<file path="src/rtl/mxb_pkg.sv">
package mxb_pkg;
  typedef enum logic [2:0] {PH_IDLE, PH_T1, PH_T2, PH_T3, PH_T4} phase_e;

  localparam logic [2:0] STAT_PASSIVE = 3'b111;

  function automatic logic [2:0] cycle_code(input logic io, input logic wr);
    logic [2:0] c;
    case ({io, wr})
      2'b00:   c = 3'b101;
      2'b01:   c = 3'b110;
      2'b10:   c = 3'b001;
      default: c = 3'b010;
    endcase
    return c;
  endfunction
endpackage

</file>
<file path="src/rtl/mxb_phase_fsm.sv">
module mxb_phase_fsm
  import mxb_pkg::*;
#(
  parameter int ADDR_W = 20,
  parameter int DATA_W = 16,
  parameter int SEG_W  = 2
) (
  input  logic              clk,
  input  logic              rst,
  input  logic              req_valid,
  output logic              req_ready,
  input  logic [ADDR_W-1:0] req_addr,
  input  logic              req_write,
  input  logic              req_io,
  input  logic              req_bhe_n,
  input  logic [SEG_W-1:0]  req_seg,
  input  logic [DATA_W-1:0] req_wdata,
  output phase_e            phase,
  output logic [ADDR_W-1:0] cur_addr,
  output logic              cur_write,
  output logic              cur_io,
  output logic              cur_bhe_n,
  output logic [SEG_W-1:0]  cur_seg,
  output logic [DATA_W-1:0] cur_wdata
);
  phase_e phase_nx;
  logic   take;

  assign req_ready = (phase == PH_IDLE) || (phase == PH_T4);
  assign take      = req_valid && req_ready;

  always_comb begin
    phase_nx = phase;
    case (phase)
      PH_IDLE: if (take) phase_nx = PH_T1;
      PH_T1:   phase_nx = PH_T2;
      PH_T2:   phase_nx = PH_T3;
      PH_T3:   phase_nx = PH_T4;
      PH_T4:   phase_nx = take ? PH_T1 : PH_IDLE;
      default: phase_nx = PH_IDLE;
    endcase
  end

  always_ff @(posedge clk) begin
    if (rst) begin
      phase     <= PH_IDLE;
      cur_addr  <= '0;
      cur_write <= 1'b0;
      cur_io    <= 1'b0;
      cur_bhe_n <= 1'b1;
      cur_seg   <= '0;
      cur_wdata <= '0;
    end else begin
      phase <= phase_nx;
      if (take) begin
        cur_addr  <= req_addr;
        cur_write <= req_write;
        cur_io    <= req_io;
        cur_bhe_n <= req_bhe_n;
        cur_seg   <= req_seg;
        cur_wdata <= req_wdata;
      end
    end
  end
endmodule

</file>
<file path="src/rtl/mxb_pin_mux.sv">
module mxb_pin_mux
  import mxb_pkg::*;
#(
  parameter int ADDR_W = 20,
  parameter int DATA_W = 16,
  parameter int SEG_W  = 2
) (
  input  phase_e                   phase,
  input  logic                     mode_min,
  input  logic [ADDR_W-1:0]        cur_addr,
  input  logic                     cur_write,
  input  logic                     cur_io,
  input  logic                     cur_bhe_n,
  input  logic [SEG_W-1:0]         cur_seg,
  input  logic [DATA_W-1:0]        cur_wdata,
  output logic [DATA_W-1:0]        ad_out,
  output logic                     ad_oe,
  output logic [ADDR_W-DATA_W-1:0] ah_out,
  output logic                     bhe_out,
  output logic                     ale,
  output logic [2:0]               status,
  output logic                     rd_n,
  output logic                     wr_n
);
  localparam int HI_W  = ADDR_W - DATA_W;
  localparam int PAD_W = HI_W - SEG_W;

  logic [HI_W-1:0] stat_hi;
  logic            strobe_win;
  logic            data_win;

  generate
    if (PAD_W > 0) begin : g_pad
      assign stat_hi = {{PAD_W{1'b0}}, cur_seg};
    end else begin : g_nopad
      assign stat_hi = cur_seg[HI_W-1:0];
    end
  endgenerate

  assign strobe_win = (phase == PH_T2) || (phase == PH_T3);
  assign data_win   = strobe_win || (phase == PH_T4);

  always_comb begin
    ad_out  = '0;
    ad_oe   = 1'b0;
    ah_out  = '0;
    bhe_out = 1'b1;
    ale     = 1'b0;
    status  = STAT_PASSIVE;
    rd_n    = 1'b1;
    wr_n    = 1'b1;
    if (phase == PH_T1) begin
      ale     = 1'b1;
      ad_oe   = 1'b1;
      ad_out  = cur_addr[DATA_W-1:0];
      ah_out  = cur_addr[ADDR_W-1:DATA_W];
      bhe_out = cur_bhe_n;
      status  = cycle_code(cur_io, cur_write);
    end else if (data_win) begin
      ah_out  = stat_hi;
      bhe_out = 1'b0;
      ad_oe   = cur_write;
      ad_out  = cur_write ? cur_wdata : '0;
      if (strobe_win) begin
        status = cycle_code(cur_io, cur_write);
        rd_n   = !(mode_min && !cur_write);
        wr_n   = !(mode_min && cur_write);
      end
    end
  end
endmodule

</file>
<file path="src/rtl/mxb_addr_latch.sv">
module mxb_addr_latch #(
  parameter int ADDR_W = 20,
  parameter int DATA_W = 16
) (
  input  logic                     clk,
  input  logic                     rst,
  input  logic                     ale,
  input  logic [DATA_W-1:0]        ad_out,
  input  logic [ADDR_W-DATA_W-1:0] ah_out,
  output logic [ADDR_W-1:0]        latched_addr
);
  always_ff @(posedge clk) begin
    if (rst)      latched_addr <= '0;
    else if (ale) latched_addr <= {ah_out, ad_out};
  end
endmodule

</file>
<file path="src/rtl/mxb_read_capture.sv">
module mxb_read_capture
  import mxb_pkg::*;
#(
  parameter int DATA_W = 16
) (
  input  logic              clk,
  input  logic              rst,
  input  phase_e            phase,
  input  logic              cur_write,
  input  logic [DATA_W-1:0] ad_in,
  output logic              rsp_valid,
  output logic [DATA_W-1:0] rsp_rdata
);
  assign rsp_valid = (phase == PH_T4);

  always_ff @(posedge clk) begin
    if (rst)                                rsp_rdata <= '0;
    else if (phase == PH_T3 && !cur_write)  rsp_rdata <= ad_in;
  end
endmodule

</file>
<file path="src/rtl/mxbus_seq.sv">
module mxbus_seq
  import mxb_pkg::*;
#(
  parameter int ADDR_W = 20,
  parameter int DATA_W = 16,
  parameter int SEG_W  = 2
) (
  input  logic                     clk,
  input  logic                     rst,
  input  logic                     mode_min,
  input  logic                     req_valid,
  output logic                     req_ready,
  input  logic [ADDR_W-1:0]        req_addr,
  input  logic                     req_write,
  input  logic                     req_io,
  input  logic                     req_bhe_n,
  input  logic [SEG_W-1:0]         req_seg,
  input  logic [DATA_W-1:0]        req_wdata,
  output logic [DATA_W-1:0]        ad_out,
  output logic                     ad_oe,
  input  logic [DATA_W-1:0]        ad_in,
  output logic [ADDR_W-DATA_W-1:0] ah_out,
  output logic                     bhe_out,
  output logic                     ale,
  output logic [2:0]               status,
  output logic                     rd_n,
  output logic                     wr_n,
  output logic [ADDR_W-1:0]        latched_addr,
  output logic                     rsp_valid,
  output logic [DATA_W-1:0]        rsp_rdata
);
  phase_e            phase;
  logic [ADDR_W-1:0] cur_addr;
  logic              cur_write, cur_io, cur_bhe_n;
  logic [SEG_W-1:0]  cur_seg;
  logic [DATA_W-1:0] cur_wdata;

  mxb_phase_fsm #(.ADDR_W(ADDR_W), .DATA_W(DATA_W), .SEG_W(SEG_W)) u_fsm (
    .clk(clk), .rst(rst), .req_valid(req_valid), .req_ready(req_ready),
    .req_addr(req_addr), .req_write(req_write), .req_io(req_io),
    .req_bhe_n(req_bhe_n), .req_seg(req_seg), .req_wdata(req_wdata),
    .phase(phase), .cur_addr(cur_addr), .cur_write(cur_write),
    .cur_io(cur_io), .cur_bhe_n(cur_bhe_n), .cur_seg(cur_seg),
    .cur_wdata(cur_wdata)
  );

  mxb_pin_mux #(.ADDR_W(ADDR_W), .DATA_W(DATA_W), .SEG_W(SEG_W)) u_mux (
    .phase(phase), .mode_min(mode_min), .cur_addr(cur_addr),
    .cur_write(cur_write), .cur_io(cur_io), .cur_bhe_n(cur_bhe_n),
    .cur_seg(cur_seg), .cur_wdata(cur_wdata), .ad_out(ad_out),
    .ad_oe(ad_oe), .ah_out(ah_out), .bhe_out(bhe_out), .ale(ale),
    .status(status), .rd_n(rd_n), .wr_n(wr_n)
  );

  mxb_addr_latch #(.ADDR_W(ADDR_W), .DATA_W(DATA_W)) u_latch (
    .clk(clk), .rst(rst), .ale(ale), .ad_out(ad_out), .ah_out(ah_out),
    .latched_addr(latched_addr)
  );

  mxb_read_capture #(.DATA_W(DATA_W)) u_rcap (
    .clk(clk), .rst(rst), .phase(phase), .cur_write(cur_write),
    .ad_in(ad_in), .rsp_valid(rsp_valid), .rsp_rdata(rsp_rdata)
  );
endmodule

</file>
<file path="config.mk">
export PLATFORM = sky130hd
export DESIGN_NAME = mxbus_seq
export DESIGN_NICKNAME = d
export VERILOG_FILES = /design/src/rtl/mxb_pkg.sv /design/src/rtl/mxb_phase_fsm.sv /design/src/rtl/mxb_pin_mux.sv /design/src/rtl/mxb_addr_latch.sv /design/src/rtl/mxb_read_capture.sv /design/src/rtl/mxbus_seq.sv
export SDC_FILE = /design/constraint.sdc
export NUM_CORES = 1
export LEC_CHECK = 0
export ABC_CLOCK_PERIOD_IN_PS = 1420
export CAP_MARGIN = 10
export CORE_MARGIN = 5
export CORE_UTILIZATION = 30
export CTS_BUF_LIST = sky130_fd_sc_hd__clkbuf_8 sky130_fd_sc_hd__clkbuf_16
export CTS_CLUSTER_DIAMETER = 80
export DETAILED_ROUTE_END_ITERATION = 6
export GPL_TIMING_DRIVEN = 0
export PLACE_DENSITY_LB_ADDON = 0.15
export SYNTH_ARGS = -nofsm -noshare
export SYNTH_HDL_FRONTEND = slang
export SYNTH_SLANG_ARGS = --single-unit
</file>
<file path="constraint.sdc">
create_clock -name clk -period 1.42 [get_ports clk]
set_input_delay 0.142 -clock clk [delete_from_list [all_inputs] [get_ports clk]]
set_output_delay 0.142 -clock clk [all_outputs]
set_load 0.05 [all_outputs]
</file>
==> flow_summary.yaml <==
synth:
  synth.top_cell.area_share: 0.513
  synth_edf_count: 0
  synth_seq_area_share: 0.513
  synth_warnings: 0
  yosysMostFrequentCell: "nand2_1"
  synthArstFlopShare: 0
  synthesis.nets: 471
  synth_top_area_cell: "dfxtp_1"
  synthDistinctLibCells: 27
  ys_top_cells_by_count: "nand2_1, dfxtp_1, a21oi_1"
  synthesis.area_um2: 3120
  ys.flop_type: "dfxtp_1"
  ys_top_cells_by_area: "dfxtp_1, nand2_1, a21oi_1"
  yosys_register_bits: 80
  synth_area_per_cell_um2: 7.61
  synth_cells: 410
timing:
  worst_slew_pin_slew_ns: 0.719
  fin_skew_ns: 0.0101
  period_share: 1.34
  period_needed_ns: 1.90
  report.final.slew_viol_count: 0
  setup_violations: 93
  hold_slack_ns: 0.330
  max_freq_mhz: 526
  fin_ws_ns: -0.481
  hold_viol: 0
  grt_setup_unrepaired: "yes"
  relSlewSlack: 0.521
drt:
  drt_iter0_drc: 115
  drc_errors: 0
  wl_met1_um: 5090
  wl_per_cell_um: 16.3
  first_pass_iters: 4
  vias: 3350
  wl_met2_um: 5850
  top_layer: "met4"
  antenna_violating_nets_post_route: 0
  routed-wl-met3_um: 522
  via_per_inst: 4.70
  wl_um: 11600
place:
  port_buffers: 125
  dpl.hpwl_um: 7500
  place_area_um2: 4740
  place_inst: 671
  routabilityCongestion: 0.779
status:
  violations: "negative setup slack"
  run_status: "complete, but fails checks"
layout:
  finish.net_count: 633
  fillerInstances: 880
  drive_above_1_share: 0.430
  diodes: 0
  area_growth_pct: 96.8
  finalNonFillerCells: 713
  fin_area_um2: 6140
global_routing:
  grt-ovfl-total: 0
  grt_antenna_before_repair: 0
  grt_pass1_vias: 3228
  grt_util_all_layers: 0.168
  grt_max_degree: 15
  grt_pass1_wl_um: 16800
pwr:
  power_switching_mw: 1.95
  combPwrFrac: 0.272
  power_density_nw_per_um2: 1050
  peakVddDrop_uv: 554
  cellLeakagePower_nw: 2.58
  sequentialPowerShare: 0.385
  swShare: 0.301
  power_frac_clock: 0.342
  internal_power_mw: 4.52
setup_path:
  rrSetupSlack_ns: -0.06
  crit_required_ns: 1.28
  cp-start-kind: "register"
  crit_arrival_ns: 1.76
  worst-setup-path-type: "register to output port"
  crit_path_max_fanout: 5
  endpoint_kind: "output port"
die:
  core_um2: 10200
  die_w_um: 112
  boundaryPins: 127
  die_h_um: 112
  rows: 37
  die-area_um2: 12500
  start_util: 0.305
clocking:
  clk_latency_ns: 0.35
  cts_root_buffer: "clkbuf_8"
  clock-sinks: 80
  cts_htree_levels: 3
  clk_pin_slew_ns: 0.09
  cts.path.max_buffers: 2
  numCtsBuffers: 9
  hold_buffers: 0
  cts_tree: "done"
job:
  maxCapViolations: 0
hold_path:
  hold_class: "input pin to register"
==> cell usage in the layout (no fill, tap or decap), types with 3 or more instances in the layout <==
cell             synthesis  final
a21oi_1                 77     33
a21oi_2                  1     44
buf_4                    4     16
buf_6                    5     37
buf_8                    0     14
bufinv_16                0      4
clkbuf_1                15     10
clkbuf_16                0      5
clkbuf_2                 1      3
clkbuf_8                 0     10
clkdlybuf4s15_1          0     15
clkdlybuf4s50_1          0     59
dfxtp_1                 80     76
dfxtp_4                  0      3
dlygate4sd2_1            0     18
inv_1                    6      3
nand2_1                170    106
nand2_2                  0     19
nand2_4                  0     45
nor3_1                   3      3
o21ai_2                  0      9
o21ai_4                  0     12
==> worst paths after layout <==
check / from / to / cells after the start
worst max-delay path: u_fsm.phase[1] / ah_out[0] / 6
worst min-delay path: ad_in[0] / u_rcap.rsp_rdata[0] / 3
worst max register to register: u_fsm.phase[1] / u_fsm.cur_addr[18] / 5
worst min register to register: u_rcap.rsp_rdata[13] / u_rcap.rsp_rdata[13] / 2
==> power groups by stage <==
| stage | Clock [mW] | Combinational (mW) | Sequential, mW |
|---|---|---|---|
| 5_1_grt | 2.37 | 1.86 | 2.51 |
| 2_1_floorplan | 0 | 0.674 | 2.55 |
| 3_3_place_gp | 0 | 1.20 | 2.48 |
| 6_report | 2.21 | 1.76 | 2.49 |
| 4_1_cts | 2.25 | 1.39 | 2.43 |
| 3_5_place_dp | 0 | 1.22 | 2.48 |
==> per-stage QoR <==
| step | power, mW | setup TNS [ns] | setup slack, ns | util |
|---|---|---|---|---|
| 2_1_floorplan | 3.23 | -8.85 | -0.486 | - |
| 3_3_place_gp | 3.68 | -33.30 | -0.902 | 0.463 |
| 3_5_place_dp | 3.70 | -35.06 | -0.932 | 0.463 |
| 4_1_cts | 6.07 | -21.51 | -0.546 | 0.519 |
| 5_1_grt | 6.73 | -17.78 | -0.527 | 0.600 |
| 6_report | 6.46 | -12.60 | -0.481 | 0.600 |
==> what timing repair did <==
item | 4_1_cts | 5_1_grt
setup endpoints to repair | 137 | 125
pin swaps | 7 | 89
resized for setup | 302 | 208
setup buffers | 11 | 13
cloned | 4 | 4
==> critical path: stages, from the launching register on <==
cell	delay [ns]
dfxtp_4	0.38
or3b_4	0.45
inv_8	0.11
clkbuf_16	0.17
nand2_4	0.06
o21ai_4	0.06
buf_6	0.18
==> flip-flops by register name (all words and copies together), names as in the netlist <==
signal,cells
u_fsm.cur_addr,20
u_fsm.cur_bhe_n,1
u_fsm.cur_io,1
u_fsm.cur_seg,2
u_fsm.cur_wdata,16
u_fsm.cur_write,1
u_fsm.phase,3
u_latch.latched_addr,20
u_rcap.rsp_rdata,16
==> logic make-up after synthesis <==
family          after synthesis  share of synthesized area
buf+inv                      40                     0.0686
flops                        80                      0.513
xor+xnor                      1                    0.00281
simple gates                185                      0.241
mux                           2                    0.00642
compound gates              102                      0.168
==> area by class of cell <==
type / count / area (um^2) / share of cell area
Sequential cell: 80 / 1610 / 0.263
Multi-Input combinational cell: 290 / 2110 / 0.343
Buffer: 29 / 290 / 0.0473
Clock buffer: 9 / 124 / 0.0202
Inverter: 7 / 40.0 / 0.00652
Tap cell: 136 / 170 / 0.0277
Timing Repair Buffer: 155 / 1650 / 0.269
Clock inverter: 7 / 143 / 0.0232
==> metal layers <==
metal  track usage  vias up
li1              -     1657
met1         0.215     1606
met2         0.279       78
met3        0.0484        9
met4        0.0417        0
met5             0        -
Note: power is estimated with default switching activity, not from simulation.
